### src/rtl/aes3_bmc_tx.sv
module aes3_bmc_tx #(
  parameter int BLK      = 192,
  parameter int HOLD_CYC = 3
) (
  input  logic           clk,
  input  logic           rst_n,
  input  logic           smp_valid,
  output logic           smp_ready,
  input  logic [23:0]    smp_left,
  input  logic [23:0]    smp_right,
  input  logic           vbit,
  input  logic           u_sel_ext,
  input  logic           u_ext,
  input  logic [BLK-1:0] u_image,
  input  logic [BLK-1:0] cs_image,
  input  logic           mute,
  input  logic           line_off,
  input  logic           blk_dir_in,
  input  logic           blk_in,
  output logic           blk_out,
  output logic           txp,
  output logic           txn
);
  localparam int FW = $clog2(BLK);
  localparam int CW = $clog2(HOLD_CYC + 2);
  localparam logic [7:0] PAT_B = 8'b11101000;
  localparam logic [7:0] PAT_M = 8'b11100010;
  localparam logic [7:0] PAT_W = 8'b11100100;

  logic [5:0]    hc;
  logic          sub;
  logic [FW-1:0] frm;
  logic [CW-1:0] hi_cnt;
  logic          lvl, pol_q;
  logic [27:0]   word_q;
  logic [23:0]   hold_l, hold_r, cur_l, cur_r;
  logic          hold_full;

  wire force_start = blk_dir_in & blk_in & (hi_cnt == CW'(HOLD_CYC));
  wire sf_start    = (hc == 6'd0);
  wire fr_start    = sf_start & ~sub;
  wire [4:0] slot  = hc[5:1];
  wire [4:0] bidx  = slot - 5'd4;
  wire pol         = sf_start ? lvl : pol_q;
  wire [7:0] pat   = sub ? PAT_W : ((frm == '0) ? PAT_B : PAT_M);

  logic [23:0] aud;
  logic [26:0] body;
  always_comb begin
    aud  = mute ? 24'd0 : (sub ? cur_r : (hold_full ? hold_l : cur_l));
    body = {cs_image[frm], (u_sel_ext ? u_ext : u_image[frm]), vbit, aud};
  end

  logic lvl_nxt;
  always_comb begin
    if (hc < 6'd8)      lvl_nxt = pat[3'd7 - hc[2:0]] ^ pol;
    else if (!hc[0])    lvl_nxt = ~lvl;
    else                lvl_nxt = lvl ^ word_q[bidx];
  end

  assign smp_ready = ~hold_full;
  assign blk_out   = ~blk_dir_in & ~sub & (frm == '0);
  wire   line_en   = rst_n & ~line_off;
  assign txp       = line_en & lvl;
  assign txn       = line_en & ~lvl;

  always_ff @(posedge clk or negedge rst_n) begin
    if (!rst_n) begin
      hc <= '0; sub <= 1'b0; frm <= '0; hi_cnt <= '0;
      lvl <= 1'b0; pol_q <= 1'b0; word_q <= '0;
      hold_l <= '0; hold_r <= '0; cur_l <= '0; cur_r <= '0; hold_full <= 1'b0;
    end else begin
      if (blk_dir_in && blk_in)
        hi_cnt <= (hi_cnt == CW'(HOLD_CYC + 1)) ? hi_cnt : hi_cnt + 1'b1;
      else
        hi_cnt <= '0;

      lvl   <= lvl_nxt;
      pol_q <= pol;
      if (sf_start) word_q <= {^body, body};

      if (fr_start && hold_full) begin
        cur_l <= hold_l; cur_r <= hold_r; hold_full <= 1'b0;
      end else if (smp_valid && !hold_full) begin
        hold_l <= smp_left; hold_r <= smp_right; hold_full <= 1'b1;
      end

      if (force_start) begin
        hc <= '0; sub <= 1'b0; frm <= '0;
      end else begin
        hc <= hc + 1'b1;
        if (hc == 6'd63) begin
          sub <= ~sub;
          if (sub) frm <= (frm == FW'(BLK - 1)) ? '0 : frm + 1'b1;
        end
      end
    end
  end

  p_cell_edge_r2: assert property (@(posedge clk) disable iff (!rst_n)
    (hc >= 6'd8 && !hc[0] && !force_start) |=> (lvl != $past(lvl)));

  p_block_wrap_r5: assert property (@(posedge clk) disable iff (!rst_n)
    (frm == FW'(BLK - 1) && sub && hc == 6'd63 && !force_start) |=> (frm == '0 && !sub));

  p_line_off_r8: assert property (@(posedge clk) disable iff (!rst_n)
    line_off |-> (!txp && !txn));

  p_pair_comp_r8: assert property (@(posedge clk) disable iff (!rst_n)
    !line_off |-> (txp != txn));

  p_restart_r9: assert property (@(posedge clk) disable iff (!rst_n)
    force_start |=> (hc == 6'd0 && !sub && frm == '0));

  p_take_r11: assert property (@(posedge clk) disable iff (!rst_n)
    (smp_valid && smp_ready) |=> !smp_ready);
endmodule

### config.mk
export PLATFORM = sky130hd
export DESIGN_NAME = aes3_bmc_tx
export DESIGN_NICKNAME = d
export VERILOG_FILES = /design/src/rtl/aes3_bmc_tx.sv
export SDC_FILE = /design/constraint.sdc
export NUM_CORES = 1
export LEC_CHECK = 0
export BUFFER_PORTS_ARGS = -buffer_cell sky130_fd_sc_hd__clkbuf_2
export CORE_AREA = 4 4 171 173
export CTS_CLUSTER_SIZE = 14
export DETAILED_ROUTE_END_ITERATION = 7
export DIE_AREA = 0 0 175 177
export REMOVE_ABC_BUFFERS = 1
export SYNTH_ARGS = -nofsm -noshare
export SYNTH_HDL_FRONTEND = slang
export SYNTH_SLANG_ARGS = --single-unit
export TNS_END_PERCENT = 50
### constraint.sdc
create_clock -name clk -period 4 [get_ports clk]
set_input_delay 0.2 -clock clk [delete_from_list [all_inputs] [get_ports clk]]
set_output_delay 0.2 -clock clk [all_outputs]
set_load 0.005 [all_outputs]
Word-level counts from Yosys, hierarchy flattened
Cells that the tools add are included.
{"block": "classes", "bitwise_logic": 16, "muxes": 28, "order_cmp": 4, "eq_ne": 5, "reduce_logical": 12, "n_addsub": 5}
{"op": "$mux 24", "count": 3}
{"op": "$mux 8", "count": 4}
{"op": "$reduce_xor 27->1", "count": 1}
{"op": "$bmux 1 s8", "count": 2}
{"op": "$mux 1", "count": 12}
{"op": "$lt 8x9->1 const B", "count": 1}
{"op": "$add 8x1->8 const B", "count": 1}
{"op": "$and 1x1->1", "count": 8}
{"op": "$eq 8x8->1 const B", "count": 1}
{"op": "$logic_not 8->1", "count": 1}
{"op": "$mux 4", "count": 2}
{"op": "$add 6x1->6 const B", "count": 1}
{"op": "$eq 6x6->1 const B", "count": 1}
{"op": "$logic_not 6->1", "count": 1}
{"op": "$lt 5x6->1 const B", "count": 1}
{"op": "$lt 6x4->1 const B", "count": 1}
{"op": "$mux 3", "count": 2}
{"op": "$mux 6", "count": 1}
{"op": "$not 1->1", "count": 6}
{"op": "$reduce_bool 2->1", "count": 3}
{"op": "$bmux 1 s5", "count": 1}
{"op": "$sub 5x3->5 const B", "count": 1}
{"op": "$lt 3x4->1 const B", "count": 1}
{"op": "$reduce_and 2->1", "count": 2}
{"op": "other kinds (9)", "count": 12}
{"block": "totals", "ff_bits": 145, "wordCells": 82, "inputBits": 442, "out_inout_bits": 4}

Logic depth before layout (Yosys ltp)
{"block": "depth", "depth_word": 7, "depth_mapped": 14, "ltp_nobuf": 10}

Worst setup path after synthesis
OpenSTA, ideal clock, no wires.
{"block": "synth_timing", "kind": "reg-to-reg", "start": "register hc[1]", "end": "register cur_l[14]", "setup_time_ps": 125, "arrival_ps": 2546, "path_stages_with_launch": 10, "slack_ps": 1329, "path_buffers": 4, "synth_period_minus_slack_ps": 2671, "t_required_ps": 3875, "cell_sequence": "dfrtp_1 -> buf_1 -> inv_1 -> ha_1 -> nand3b_1 -> or3_1 -> clkbuf_1 -> buf_1 -> clkbuf_1 -> mux2_2"}
{"block": "synth_between", "elab_chain_cells": 3}
{"item": "from (decl)", "line": "30", "rtl": "logic [5:0] hc;"}
{"item": "from (signal assigned)", "line": "91", "rtl": "hc <= hc + 1'b1;"}
{"item": "$logic_not 6->1", "line": "40", "rtl": "wire sf_start = (hc == 6'd0);"}
{"item": "$and 1x1->1", "line": "41", "rtl": "wire fr_start = sf_start & ~sub;"}
{"item": "$logic_and 1x1->1", "line": "82", "rtl": "if (fr_start && hold_full) begin"}
{"item": "to (signal assigned)", "line": "71", "rtl": "hold_l <= '0; hold_r <= '0; cur_l <= '0; cur_r <= '0; hold_full <= 1'b0;"}
{"item": "to (signal assigned)", "line": "83", "rtl": "cur_l <= hold_l; cur_r <= hold_r; hold_full <= 1'b0;"}
{"item": "to (decl)", "line": "36", "rtl": "logic [23:0] hold_l, hold_r, cur_l, cur_r;"}
Every way passes these cells.
A chain may end at the register's enable or synchronous reset.

Worst setup path after layout
{"block": "layout_timing", "start": "register frm[0]", "end": "register word_q[27]"}
{"block": "layout_between", "elab_chain_cells": 4, "word_cells_on_any_way": 6, "classes_between": "5 x mux; 1 x reduce/logical"}
{"item": "from (decl)", "line": "32", "rtl": "logic [FW-1:0] frm;"}
{"item": "from (signal assigned)", "line": "94", "rtl": "if (sub) frm <= (frm == FW'(BLK - 1)) ? '0 : frm + 1'b1;"}
{"item": "$bmux 1 s8", "line": "51", "rtl": "body = {cs_image[frm], (u_sel_ext ? u_ext : u_image[frm]), vbit, aud};"}
{"item": "$mux 1 (not written as such)", "line": "51"}
{"item": "$mux 1", "line": "51"}
{"item": "$reduce_xor 27->1 (*)", "line": "80", "rtl": "if (sf_start) word_q <= {^body, body};"}
{"item": "to (signal assigned)", "line": "80"}
{"item": "to (decl)", "line": "35", "rtl": "logic [27:0] word_q;"}
Every way passes the cells marked *; elsewhere a longest branch is shown, timed or not. The select of a mux whose other input is x is not followed.

==> reports/summary.txt <==
slowest cell on the critical path = dfrtp_4
post-route ant nets = 0
number of vias per cell = 5.32
clk slew on worst S/H paths = 60 ps
cell area after layout = 13300 um2
RR Endpoint = word_q[27]$_DFFE_PN0N_
Cell Area, Synth = 10000 um2
die area = 31000 um2
gr ovfl total = 0
clock buffer depth = 2
Wirelength per Cell = 25.0 um
CP Max Fanout = 33
Crit. End Element = register
max-cap violations = 0
register area = 3640 um2
CTS Hold Bufs = 12
met3 wire len = 3.20 mm
P&R area growth vs syn = 32.9%
CTS resizes = 0
reg2reg start = frm[0]$_DFFE_PN0P_
CP max stage delay = 670 ps
DP Area = 12600 um2
top layer in use = met5
r2r setup slk = 740 ps
Leak = 6.32 nW
Die Y = 177 um
WP data required = 4290 ps
syn avg cell area = 13.5 um2
unrepaired setup endpoints after global routing = false
WL final = 39.2 mm
root buf cell = clkbuf_16
clock buffer count from CTS = 17
drt pass-1 iters = 4
via count = 8331
RD Place Congestion = 0.933
CTS tree = built
register area share after synthesis = 36.2%
Pins Over Slew Limit = 0
worst reg2reg path depth = 10
Sw Ratio = 35.0%
critical-path cell list = buf_12 > mux4_2 > a22oi_1 > a31oi_1 > a211oi_1 > o21ai_0 > a31oi_1 > xnor2_1 > xnor2_1 > o21ai_1
Final Cycle Share = 81.5%
layout cell share with drive strength beyond 1 = 63.5%
Synth Flop Type = dfrtp_1
multi-input gate area in the final layout = 6000 um2
Worst-Skew Late Latency = 420 ps
status = finished clean
total negative slack = 0 ps
largest net degree at the start of global routing = 94
net switching power = 3.23 mW
CP startpoint kind = register
clock share of power = 17.1%
crit path from = frm[0]$_DFFE_PN0P_
DRC = 0
Starting Density = 36.2%
global-route wire length before repair = 57.7 mm
Synth Register Bits = 145
DR iter-0 viols = 454
Max VDD drop = 409 uV
Critical Path Sink = word_q[27]$_DFFE_PN0N_
CTS Sinks = 145
Internal = 6.00 mW
Seq pwr share = 31.3%
DR WL met2 = 18.8 mm
Final HPWL DP = 32.5 mm
# setup viols final = 0
fillcell total = 2577
row cnt = 61
WS Path Type = reg2reg
Distinct cells, synth = 50
Hold Startpoint = smp_right[2]
number of global-route vias before repair = 9123
IO buf count = 445
Hold Violations, Final = 0
Yosys warning total = 0
relative slew slack = 39.0%
initial antenna violation count = 11
PD cells = 694 nW/um2
DRT met1 WL = 16.3 mm
Min-Delay Path Class = in2reg
Clock Skew = 6.52 ps
NumNets Final = 1624
Die W = 175 um
slew of the pin with the lowest slew margin = 916 ps
final worst path period need = 3260 ps
GRT Total Usage = 25.3%
WP data arrival = 3550 ps
Ports = 446
number of synthesized flops with an enable pin = 0
asr flop ratio synth = 100%
CORE AREA = 27600 um2
CTS H-tree lvls = 4
post-synthesis cell count = 740
max frequency = 307 MHz
Comb pwr share = 51.6%
Setup Buffers After CTS = 0
## stage by stage
stage	utilization (%)	setup WS [ps]	hold WS, ps	total power [mW]	cells
2_1_floorplan	-	-2050	-95.6	6.43	675
3_3_place_gp	45.6	721	351	7.66	1520
3_5_place_dp	45.6	727	353	7.71	1520
4_1_cts	48.1	715	0.0244	9.36	1563
5_1_grt	48.2	483	6.37	9.87	1565
6_report	48.2	740	16.5	9.23	1567
## registers in the layout, indices dropped and copies added (netlist names), 3 cells and up
register and count:
hi_cnt 3, cur_l 24, frm 8, hold_l 24, cur_r 24, hc 6, word_q 28, hold_r 24
## power groups by stage
stage / Clock [mW] / Combinational [mW] / Sequential (mW)
floorplan: 0 / 3.55 / 2.88
global placement: 0 / 4.76 / 2.91
detailed placement: 0 / 4.80 / 2.92
CTS: 1.62 / 4.84 / 2.90
global route: 1.68 / 5.19 / 3.00
finish: 1.58 / 4.76 / 2.89
## cell usage after synthesis (all sizes together), types with 2 or more instances
| cell type | n | area [um2] |
|---|---|---|
| a211oi | 25 | 218 |
| a21oi | 8 | 43.8 |
| a22oi | 3 | 22.5 |
| a31oi | 7 | 43.8 |
| a32oi | 2 | 17.5 |
| and3 | 3 | 18.8 |
| buf | 39 | 238 |
| clkbuf | 26 | 97.6 |
| dfrtp | 145 | 3630 |
| ha | 9 | 113 |
| inv | 15 | 56.3 |
| mux2 | 124 | 1400 |
| mux2i | 38 | 380 |
| mux4 | 119 | 2680 |
| nand2 | 42 | 158 |
| nand3 | 13 | 65.1 |
| nand4 | 3 | 18.8 |
| nor2 | 20 | 75.1 |
| nor2b | 30 | 188 |
| nor3 | 6 | 30.0 |
| nor4 | 3 | 18.8 |
| o21ai | 9 | 45.0 |
| or3 | 2 | 12.5 |
| xnor2 | 27 | 236 |
| xnor3 | 2 | 45.0 |
| xor2 | 5 | 43.8 |
## logic make-up after synthesis
family | count (synthesis) | synth area share [%]
flip-flops | 145 | 36.2
multiplexers | 281 | 44.5
AND/OR/NAND/NOR | 127 | 6.22
XOR/XNOR | 34 | 3.25
AO/OA/AOI/OAI | 64 | 4.76
buffers and inverters | 80 | 3.91
adder cells (fa/ha/maj) | 9 | 1.12
## critical path, delay by kind of cell (launching register included)
| kind | cells | cell delay, ps |
|---|---|---|
| AOI/OAI and AO/OA | 6 | 1180 |
| DFF | 1 | 670 |
| muxes | 1 | 640 |
| xor gates and xnor gates | 2 | 310 |
| buffers and inverters | 1 | 300 |
## cells in the final DEF, fill, tap and decap left out, types with 19 or more instances in the layout
cell type / synthesis / routed
mux2_2: 122 / 122
a211oi_1: 19 / 19
clkbuf_2: 0 / 444
nor2_1: 20 / 20
nor2b_1: 30 / 29
mux4_2: 119 / 119
buf_4: 4 / 20
dfrtp_1: 145 / 141
mux2i_1: 38 / 38
xnor2_1: 27 / 27
nand2_1: 42 / 42
## routing by layer
metal  track usage [%]  vias to the layer above
li1                  -                     3742
met1              32.0                     4202
met2              42.1                      328
met3              8.78                       51
met4              5.86                        8
met5                 0                        -
## layout make-up
cell class / count / share of cell area [%]
multi-input combinational: 515 / 45.1
inverter: 15 / 0.423
clock buffer: 21 / 3.38
sequential: 145 / 27.3
antenna: 4 / 0.0752
tap: 378 / 3.55
timing repair buffer: 479 / 19.1
clock inverter: 10 / 1.02
## worst min-delay path by stage
| stage | end | slack (ps) | depth (start not counted) |
|---|---|---|---|
| 5_1_grt | hold_r[2]$_DFFE_PN0P_ | 6 | 2 |
| 3_5_place_dp | hold_l[7]$_DFFE_PN0P_ | 350 | 1 |
| 3_3_place_gp | hold_l[7]$_DFFE_PN0P_ | 350 | 1 |
| 6_report | hold_r[2]$_DFFE_PN0P_ | 20 | 2 |
| 2_1_floorplan | cur_l[0]$_DFFE_PN0P_ | -100 | 0 |
| 4_1_cts | hold_l[0]$_DFFE_PN0P_ | 0.02 | 2 |
Note: power is estimated with default switching activity, not from simulation.
